File: src/rtl/dsc_pkg.sv
package dsc_pkg;
   // number of weighted keys; key k adds 10^k
   localparam int KEY_COUNT = 3;
   localparam int BCD_W     = 4;
   localparam logic [BCD_W-1:0] BCD_MAX = 4'd9;
endpackage

File: src/rtl/dsc_key_filter.sv
module dsc_key_filter #(
   parameter int STABLE_CYCLES = 4_000_000,
   parameter int CNT_W         = $clog2(STABLE_CYCLES + 1)
) (
   input  logic clk,
   input  logic rst_n,
   input  logic key_n_i,
   output logic press_o
);
   localparam logic [CNT_W-1:0] LIMIT = CNT_W'(STABLE_CYCLES - 1);

   generate
      if (STABLE_CYCLES < 1) begin : g_bad_stable
         $error("STABLE_CYCLES must be at least 1");
      end
   endgenerate

   logic [1:0]       sync_q;
   logic             level_q;   // 1 = released
   logic [CNT_W-1:0] cnt_q;
   logic             raw;

   assign raw = sync_q[1];

   always_ff @(posedge clk or negedge rst_n) begin
      if (!rst_n) begin
         sync_q <= 2'b11;
      end else begin
         sync_q <= {sync_q[0], key_n_i};
      end
   end

   always_ff @(posedge clk or negedge rst_n) begin
      if (!rst_n) begin
         level_q <= 1'b1;
         cnt_q   <= '0;
         press_o <= 1'b0;
      end else begin
         press_o <= 1'b0;
         if (raw == level_q) begin
            cnt_q <= '0;
         end else if (cnt_q == LIMIT) begin
            level_q <= raw;
            cnt_q   <= '0;
            press_o <= ~raw;
         end else begin
            cnt_q <= cnt_q + 1'b1;
         end
      end
   end
endmodule

File: src/rtl/dsc_bcd_digit.sv
module dsc_bcd_digit
   import dsc_pkg::*;
(
   input  logic [BCD_W-1:0] d_i,
   input  logic             add_i,
   input  logic             cin_i,
   output logic [BCD_W-1:0] q_o,
   output logic             cout_o
);
   logic [BCD_W:0] sum;

   always_comb begin
      sum = {1'b0, d_i} + {{BCD_W{1'b0}}, add_i} + {{BCD_W{1'b0}}, cin_i};
      if (sum > {1'b0, BCD_MAX}) begin
         q_o    = BCD_W'(sum - 5'd10);
         cout_o = 1'b1;
      end else begin
         q_o    = sum[BCD_W-1:0];
         cout_o = 1'b0;
      end
   end
endmodule

File: src/rtl/dsc_bcd_accum.sv
module dsc_bcd_accum
   import dsc_pkg::*;
#(
   parameter int DIGITS = 6,
   parameter int VAL_W  = DIGITS * BCD_W
) (
   input  logic                 clk,
   input  logic                 rst_n,
   input  logic [KEY_COUNT-1:0] press_i,
   output logic [VAL_W-1:0]     value_o,
   output logic                 update_o
);
   logic [DIGITS-1:0] addend;
   logic [DIGITS:0]   carry;
   logic [VAL_W-1:0]  next_val;

   always_comb begin
      addend = '0;
      addend[KEY_COUNT-1:0] = press_i;
   end

   assign carry[0] = 1'b0;

   generate
      for (genvar i = 0; i < DIGITS; i++) begin : g_digit
         dsc_bcd_digit u_digit (
            .d_i    (value_o[i*BCD_W +: BCD_W]),
            .add_i  (addend[i]),
            .cin_i  (carry[i]),
            .q_o    (next_val[i*BCD_W +: BCD_W]),
            .cout_o (carry[i+1])
         );
      end
   endgenerate

   // carry[DIGITS] is dropped: modulo 10^DIGITS
   always_ff @(posedge clk or negedge rst_n) begin
      if (!rst_n) begin
         value_o  <= '0;
         update_o <= 1'b0;
      end else begin
         update_o <= |press_i;
         if (|press_i) value_o <= next_val;
      end
   end
endmodule

File: src/rtl/dec_step_counter.sv
module dec_step_counter
   import dsc_pkg::*;
#(
   parameter int DIGITS        = 6,
   parameter int STABLE_CYCLES = 4_000_000
) (
   input  logic                      clk,
   input  logic                      rst_n,
   input  logic [KEY_COUNT-1:0]      key_n,
   output logic [DIGITS*BCD_W-1:0]   digits_o,
   output logic                      update_o
);
   localparam int CNT_W = $clog2(STABLE_CYCLES + 1);

   generate
      if (DIGITS < KEY_COUNT) begin : g_bad_digits
         $error("DIGITS must cover every key weight");
      end
   endgenerate

   logic [KEY_COUNT-1:0] press_w;

   generate
      for (genvar k = 0; k < KEY_COUNT; k++) begin : g_key
         dsc_key_filter #(
            .STABLE_CYCLES (STABLE_CYCLES),
            .CNT_W         (CNT_W)
         ) u_filter (
            .clk     (clk),
            .rst_n   (rst_n),
            .key_n_i (key_n[k]),
            .press_o (press_w[k])
         );
      end
   endgenerate

   dsc_bcd_accum #(.DIGITS(DIGITS)) u_accum (
      .clk      (clk),
      .rst_n    (rst_n),
      .press_i  (press_w),
      .value_o  (digits_o),
      .update_o (update_o)
   );
endmodule

File: config.mk
export PLATFORM = sky130hd
export DESIGN_NAME = dec_step_counter
export DESIGN_NICKNAME = d
export VERILOG_FILES = /design/src/rtl/dsc_pkg.sv /design/src/rtl/dsc_key_filter.sv /design/src/rtl/dsc_bcd_digit.sv /design/src/rtl/dsc_bcd_accum.sv /design/src/rtl/dec_step_counter.sv
export SDC_FILE = /design/constraint.sdc
export NUM_CORES = 1
export LEC_CHECK = 0
export BUFFER_PORTS_ARGS = -buffer_cell sky130_fd_sc_hd__buf_2
export CORE_MARGIN = 4
export CORE_UTILIZATION = 55
export DETAILED_ROUTE_END_ITERATION = 12
export HOLD_SLACK_MARGIN = 0.03
export PLACE_DENSITY = 0.73
export SETUP_SLACK_MARGIN = 0.2
export SLEW_MARGIN = 20
export SYNTH_ARGS = -nofsm -noshare
export SYNTH_HDL_FRONTEND = slang
export SYNTH_SLANG_ARGS = --single-unit
File: constraint.sdc
create_clock -name clk -period 20.1 [get_ports clk]
set_input_delay 4.02 -clock clk [delete_from_list [all_inputs] [get_ports clk]]
set_output_delay 4.02 -clock clk [all_outputs]
set_load 0.01 [all_outputs]
## Word level (Yosys, flattened, before mapping)

Cells that the tools add are included.

| operators by class | value |
|---|---|
| add/subtract/negate cells | 17 |
| $mul | 0 |
| divide/modulo/power cells | 0 |
| $lt $le $gt $ge | 6 |
| equality and inequality tests | 6 |
| shift operators | 0 |
| mux-type cells | 23 |
| bitwise operators | 6 |
| reductions and logical operators | 4 |

Operator list:

| operator | number |
|---|---|
| 22-bit 2-to-1 mux | 6 |
| 22-bit by 1-bit adder with 22-bit output, second input constant | 3 |
| 22-bit == test, second input constant | 3 |
| 4-bit by 1-bit adder with 5-bit output | 6 |
| 5-bit by 4-bit > comparator with 1-bit output, second input constant | 6 |
| 4-bit 2-to-1 mux | 6 |
| 4-bit subtractor, second input constant | 6 |
| 1-bit 2-to-1 mux | 11 |
| 5-bit by 1-bit adder with 5-bit output | 2 |
| 1-bit NOT | 6 |
| 2-bit AND reduction | 3 |
| 1-bit == test | 3 |
| 3-bit OR reduction | 1 |

| storage, ports and cells | value |
|---|---|
| register bits | 103 |
| bits in latches | 0 |
| RAM bits | 0 |
| ROM bits | 0 |
| output and inout bits | 25 |
| word-level logic and storage cells | 76 |
| memories | 0 |

## Longest topological paths before layout

| depth | value |
|---|---|
| depth in word-level cells | 18 |
| mapped depth | 50 |

## By module

From an unflattened synthesis, not the netlist that was laid out.

| second synthesis, totals | value |
|---|---|
| cells, all modules | 552 |
| area total of the unflattened synthesis | 5780.5 um^2 |

Modules (own cells, without submodules):

| module | instances | cells an instance | area each (um^2) | sequential area each (um^2) |
|---|---|---|---|---|
| dsc_key_filter | 3 | 122 | 1275.0 | 654.4 |
| dsc_bcd_digit | 6 | 22 | 168.9 | 0.0 |
| dsc_bcd_accum | 1 | 54 | 942.2 | 625.6 |

## Worst setup path after synthesis

Ideal clock, no wire load.

| timing | value |
|---|---|
| path kind | register -> register |
| from | reg u_accum.value_o[0] |
| to | reg u_accum.value_o[21] |
| arrival | 9.392 ns |
| data required time | 20.031 ns |
| slack | 10.639 ns |
| stages on the path, launching flop included | 50 |
| period minus slack after synthesis | 9.461 ns |
| cells stage by stage | dfrtp_1 -> ha_1 -> ha_1 -> clkbuf_1 -> xnor2_1 -> ha_1 -> a21boi_0 -> a221o_1 -> nand2_2 -> inv_2 -> fa_1 -> inv_1 -> ha_1 -> xor2_1 -> inv_1 -> ha_1 -> o21ai_0 -> a31oi_1 -> (+14 left out) -> a211oi_1 -> o22ai_1 -> inv_1 -> ha_1 -> ha_1 -> xnor2_1 -> ha_1 -> a21boi_0 -> a221o_2 -> ha_1 -> ha_1 -> clkbuf_1 -> xnor2_1 -> ha_1 -> a21oi_1 -> o221ai_1 -> or3_1 -> nand3_1 |

| between the ends | value |
|---|---|
| longest elaborated chain between the ends | 18 |
| elaborated cells on any way between the ends | 19 |
| classes of those cells | add/sub (7); order compare (6); mux (6) |

RTL lines:

| what | line | RTL |
|---|---|---|
| start, declared | dsc_bcd_accum.sv:10 | `output logic [VAL_W-1:0] value_o,` |
| start signal, assigned | dsc_bcd_accum.sv:43 | `if (\|press_i) value_o <= next_val;` |
| 4-bit by 1-bit adder with 5-bit output * | dsc_bcd_digit.sv:13 | `sum = {1'b0, d_i} + {{BCD_W{1'b0}}, add_i} + {{BCD_W{1'b0}}, cin_i};` |
| 5-bit by 4-bit > comparator with 1-bit output * | dsc_bcd_digit.sv:14 | `if (sum > {1'b0, BCD_MAX}) begin` |
| 1-bit 2-to-1 mux * | dsc_bcd_digit.sv:14 |  |
| 5-bit by 1-bit adder with 5-bit output * | dsc_bcd_digit.sv:13 |  |
| 5-bit by 4-bit > comparator with 1-bit output * | dsc_bcd_digit.sv:14 |  |
| 1-bit 2-to-1 mux * | dsc_bcd_digit.sv:14 |  |
| 5-bit by 1-bit adder with 5-bit output * | dsc_bcd_digit.sv:13 |  |
| 5-bit by 4-bit > comparator with 1-bit output * | dsc_bcd_digit.sv:14 |  |
| (+2 left out) | - |  |
| 5-bit by 4-bit > comparator with 1-bit output * | dsc_bcd_digit.sv:14 |  |
| 1-bit 2-to-1 mux * | dsc_bcd_digit.sv:14 |  |
| 4-bit by 1-bit adder with 5-bit output * | dsc_bcd_digit.sv:13 |  |
| 5-bit by 4-bit > comparator with 1-bit output * | dsc_bcd_digit.sv:14 |  |
| 1-bit 2-to-1 mux * | dsc_bcd_digit.sv:14 |  |
| 4-bit by 1-bit adder with 5-bit output * | dsc_bcd_digit.sv:13 |  |
| 4-bit subtractor / 5-bit by 4-bit > comparator with 1-bit output (equally long branches) | dsc_bcd_digit.sv:15, dsc_bcd_digit.sv:14 |  |
| 4-bit 2-to-1 mux * | dsc_bcd_digit.sv:14 |  |

Mark *: on every way between the ends. The rest lies on a longest branch, timed or not.
A chain may end at the register's enable or synchronous reset.

## Worst setup path after layout

Ends and elaborated chain as after synthesis.

==> flow_summary.toml <==
[outcome]
status = "completed"

[power_and_ir_drop]
p_int_uw = 261.5
p_clk_frac = 0.370
p_leak_nw = 2.750
power_frac_comb = 0.028
power.density_nw_per_um2 = 56.48
peakVddDrop_mv = 0.05303
p_sw_uw = 90.25
switching_share = 0.2566
seq_power_share = 0.602

[floorplanning]
io_pins = 30
core_area_um2 = 10320
die_h_um = 110.7
dieWidth_um = 110.7
die-area_um2 = 12260
fp-row-count = 37
start_util = 0.5621

[clock_tree]
postCtsSetupBuffers = 0
clockRootBuffer = "clkbuf_8"
clkSinkCount = 103
clock_latency_ns = 0.38
cts-buffers-inserted = 9
cts.path.max_buffers = 2
cts.htree.levels = 3
cts_tree = "yes"
clkTransAtPathRegs_ns = 0.12
cts-resized-gates = 0
cts_hold_buf = 0

[route]
drc = 0
vias_per_cell = 5.676
totalWireLength_um = 11240
post_drt_wl_per_cell_um = 14.34
via_count = 4450
first_iter_violations = 291
ant_nets = 0
dr.pass1.iters = 5

[placement]
gp_congestion = 0.9267
dp_cells = 768
place_hpwl_um = 7861
port_buffers = 29
placed_area_um2 = 6032

[setup_path]
crit_type = "reg -> reg"
startpoint_type = "register"
cpMostUsedCell = "ha_1"
critPathMaxStageDelay_ns = 0.43
required_ns = 20.42
critical_path.max_fanout = 8
critPathSlowestCell = "a221o_2"
endpoint_kind = "register"
cp.arrival_ns = 10.84

[grt]
grtUsageTotal = 0.1911
grt_max_degree = 80
overflow = 0
grt_pass1_vias = 4402
antenna_found_initial = 0
grt_pass1_wl_um = 19830

[sta]
relSlewSlack = 0.3587
min_period_ns = 10.51
hold_violations = 0
fmax_ghz = 0.09512
tns_ns = 0
whs_ns = 0.3615
finalSetupViolCount = 0
timing.final.crit_share = 0.5231
slew_viol_final = 0
fin_worst_skew_ns = 0.01730
tightest_slew_ns = 0.9619
rsz0062_at_grt = "false"

[finish]
layout-drive-gt1-share = 0.1188
nFillCells = 885
stdcell_area_um2 = 6227
final_nets = 673
area_delta_synth_final_pct = 7.309
num_antenna_cells = 0
layoutNonFillerInstCount = 784

[synth]
yosysWarnings = 0
synthDistinctLibCells = 68
yosysTopAreaCell = "dfrtp_1"
ys_ff_latch = 103
synth_ff_type = "dfrtp_1"
synth_edf_count = 0
yosysSeqAreaShare = 0.4461
synth_fp_nets = 649
syn_avg_cell_area_um2 = 9.375
syn_area_um2 = 5803
netlist.area_leader.share = 0.4053
netlist_instances = 619
ys_top_cells_by_area = "dfrtp_1, xor2_1, nor2_1"
ys_async_sr_fraction = 1.000

[flow_run]
maxCapViolations = 0

[min_path]
hold_class = "reg -> reg"
cell usage after synthesis, drive strengths merged, types with 6 or more instances:
library cell / number
nor2: 85
nor4: 6
dfrtp: 94
nand4: 21
and3: 17
o21ai: 23
xnor2: 31
dfstp: 9
buf: 8
clkbuf: 10
nand2: 56
nand3: 39
inv: 30
xor2: 45
nor3: 21
ha: 23
a21oi: 19
sequential cells by signal (all words and copies together), names as in the netlist:
signal                  cells
g_key.u_filter.press_o      3
u_accum.value_o            24
g_key.u_filter.sync_q       6
u_accum.update_o            1
g_key.u_filter.level_q      3
g_key.u_filter.cnt_q       66
through the flow:
stage | util | worst slack (ns) | power, mW
2_1_floorplan | - | 10.64 | 0.2207
3_3_place_gp | 0.5843 | 10.38 | 0.2256
3_5_place_dp | 0.5843 | 9.747 | 0.2261
4_1_cts | 0.6032 | 9.704 | 0.3576
5_1_grt | 0.6032 | 8.747 | 0.3692
6_report | 0.6032 | 9.587 | 0.3517
cell usage in the layout (no fill, tap or decap), types with 16 or more instances in the layout:
master and count:
nor3_1 19, xor2_1 45, nor2_1 85, xnor2_1 31
inv_1 29, dfrtp_1 94, o21ai_0 23, nand2_1 55
nand3_1 37, ha_1 23, nand4_1 21, buf_2 28
a21oi_1 19, and3_1 16
critical path: cells and delay by family, from the launching register on:
family,cells,cell delay (ns)
fa+ha+maj,18,4.73
compound gates,13,2.81
xor+xnor,6,1.45
simple gates,3,0.53
buf+inv,7,0.50
flops,1,0.41
metal layers:
metal / part of all wire / GRT usage / vias up
met5: 0 / 0 / -
met4: 0.012 / 0.05665 / 0
met3: 0.037 / 0.04094 / 14
met2: 0.49 / 0.3321 / 97
met1: 0.46 / 0.2392 / 2144
li1: - / - / 2195
kinds of logic after synthesis:
| kind of cell | Yosys count | synth area share |
|---|---|---|
| xor+xnor | 76 | 0.1147 |
| flops | 103 | 0.4461 |
| fa+ha+maj | 25 | 0.05649 |
| simple gates | 285 | 0.2495 |
| compound gates | 78 | 0.08733 |
| buf+inv | 49 | 0.03881 |
| mux | 3 | 0.007115 |
worst paths after layout:
kind                                                  startpoint                                    end  slack, ns  cells past startpoint
setup / recovery                  u_accum.value_o[0]$_DFFE_PN0P_        u_accum.value_o[21]$_DFFE_PN0P_       9.59                     47
hold / removal             g_key[2].u_filter.sync_q[0]$_DFF_PN1_  g_key[2].u_filter.sync_q[1]$_DFF_PN1_       0.36                      0
setup reg to reg                  u_accum.value_o[0]$_DFFE_PN0P_        u_accum.value_o[21]$_DFFE_PN0P_       9.59                     47
hold reg to reg            g_key[2].u_filter.sync_q[0]$_DFF_PN1_  g_key[2].u_filter.sync_q[1]$_DFF_PN1_       0.36                      0
max in group asynchronous                                  rst_n  g_key[1].u_filter.cnt_q[13]$_DFF_PN0_      15.31                      2
min in group asynchronous                                  rst_n        u_accum.value_o[13]$_DFFE_PN0P_       3.52                      1
final cells by class:
cell class / count / area (µm²) / area share
flip-flops and latches: 103 / 2589 / 0.4157
multi-input cells: 467 / 2994 / 0.4808
clock buffers: 9 / 123.9 / 0.01989
inverters: 31 / 116.4 / 0.01869
well taps: 136 / 170.2 / 0.02733
clock inverters: 7 / 71.32 / 0.01145
repair buffers: 31 / 162.7 / 0.02612
power groups by stage:
| stage | sequential (mW) | clock [mW] | combinational [mW] |
|---|---|---|---|
| 2_1_floorplan | 0.215 | 0 | 0.00537 |
| 3_3_place_gp | 0.216 | 0 | 0.00992 |
| 3_5_place_dp | 0.216 | 0 | 0.0102 |
| 4_1_cts | 0.212 | 0.136 | 0.0103 |
| 5_1_grt | 0.212 | 0.145 | 0.0117 |
| 6_report | 0.212 | 0.130 | 0.00975 |
Power figures use the tool's default switching activity.
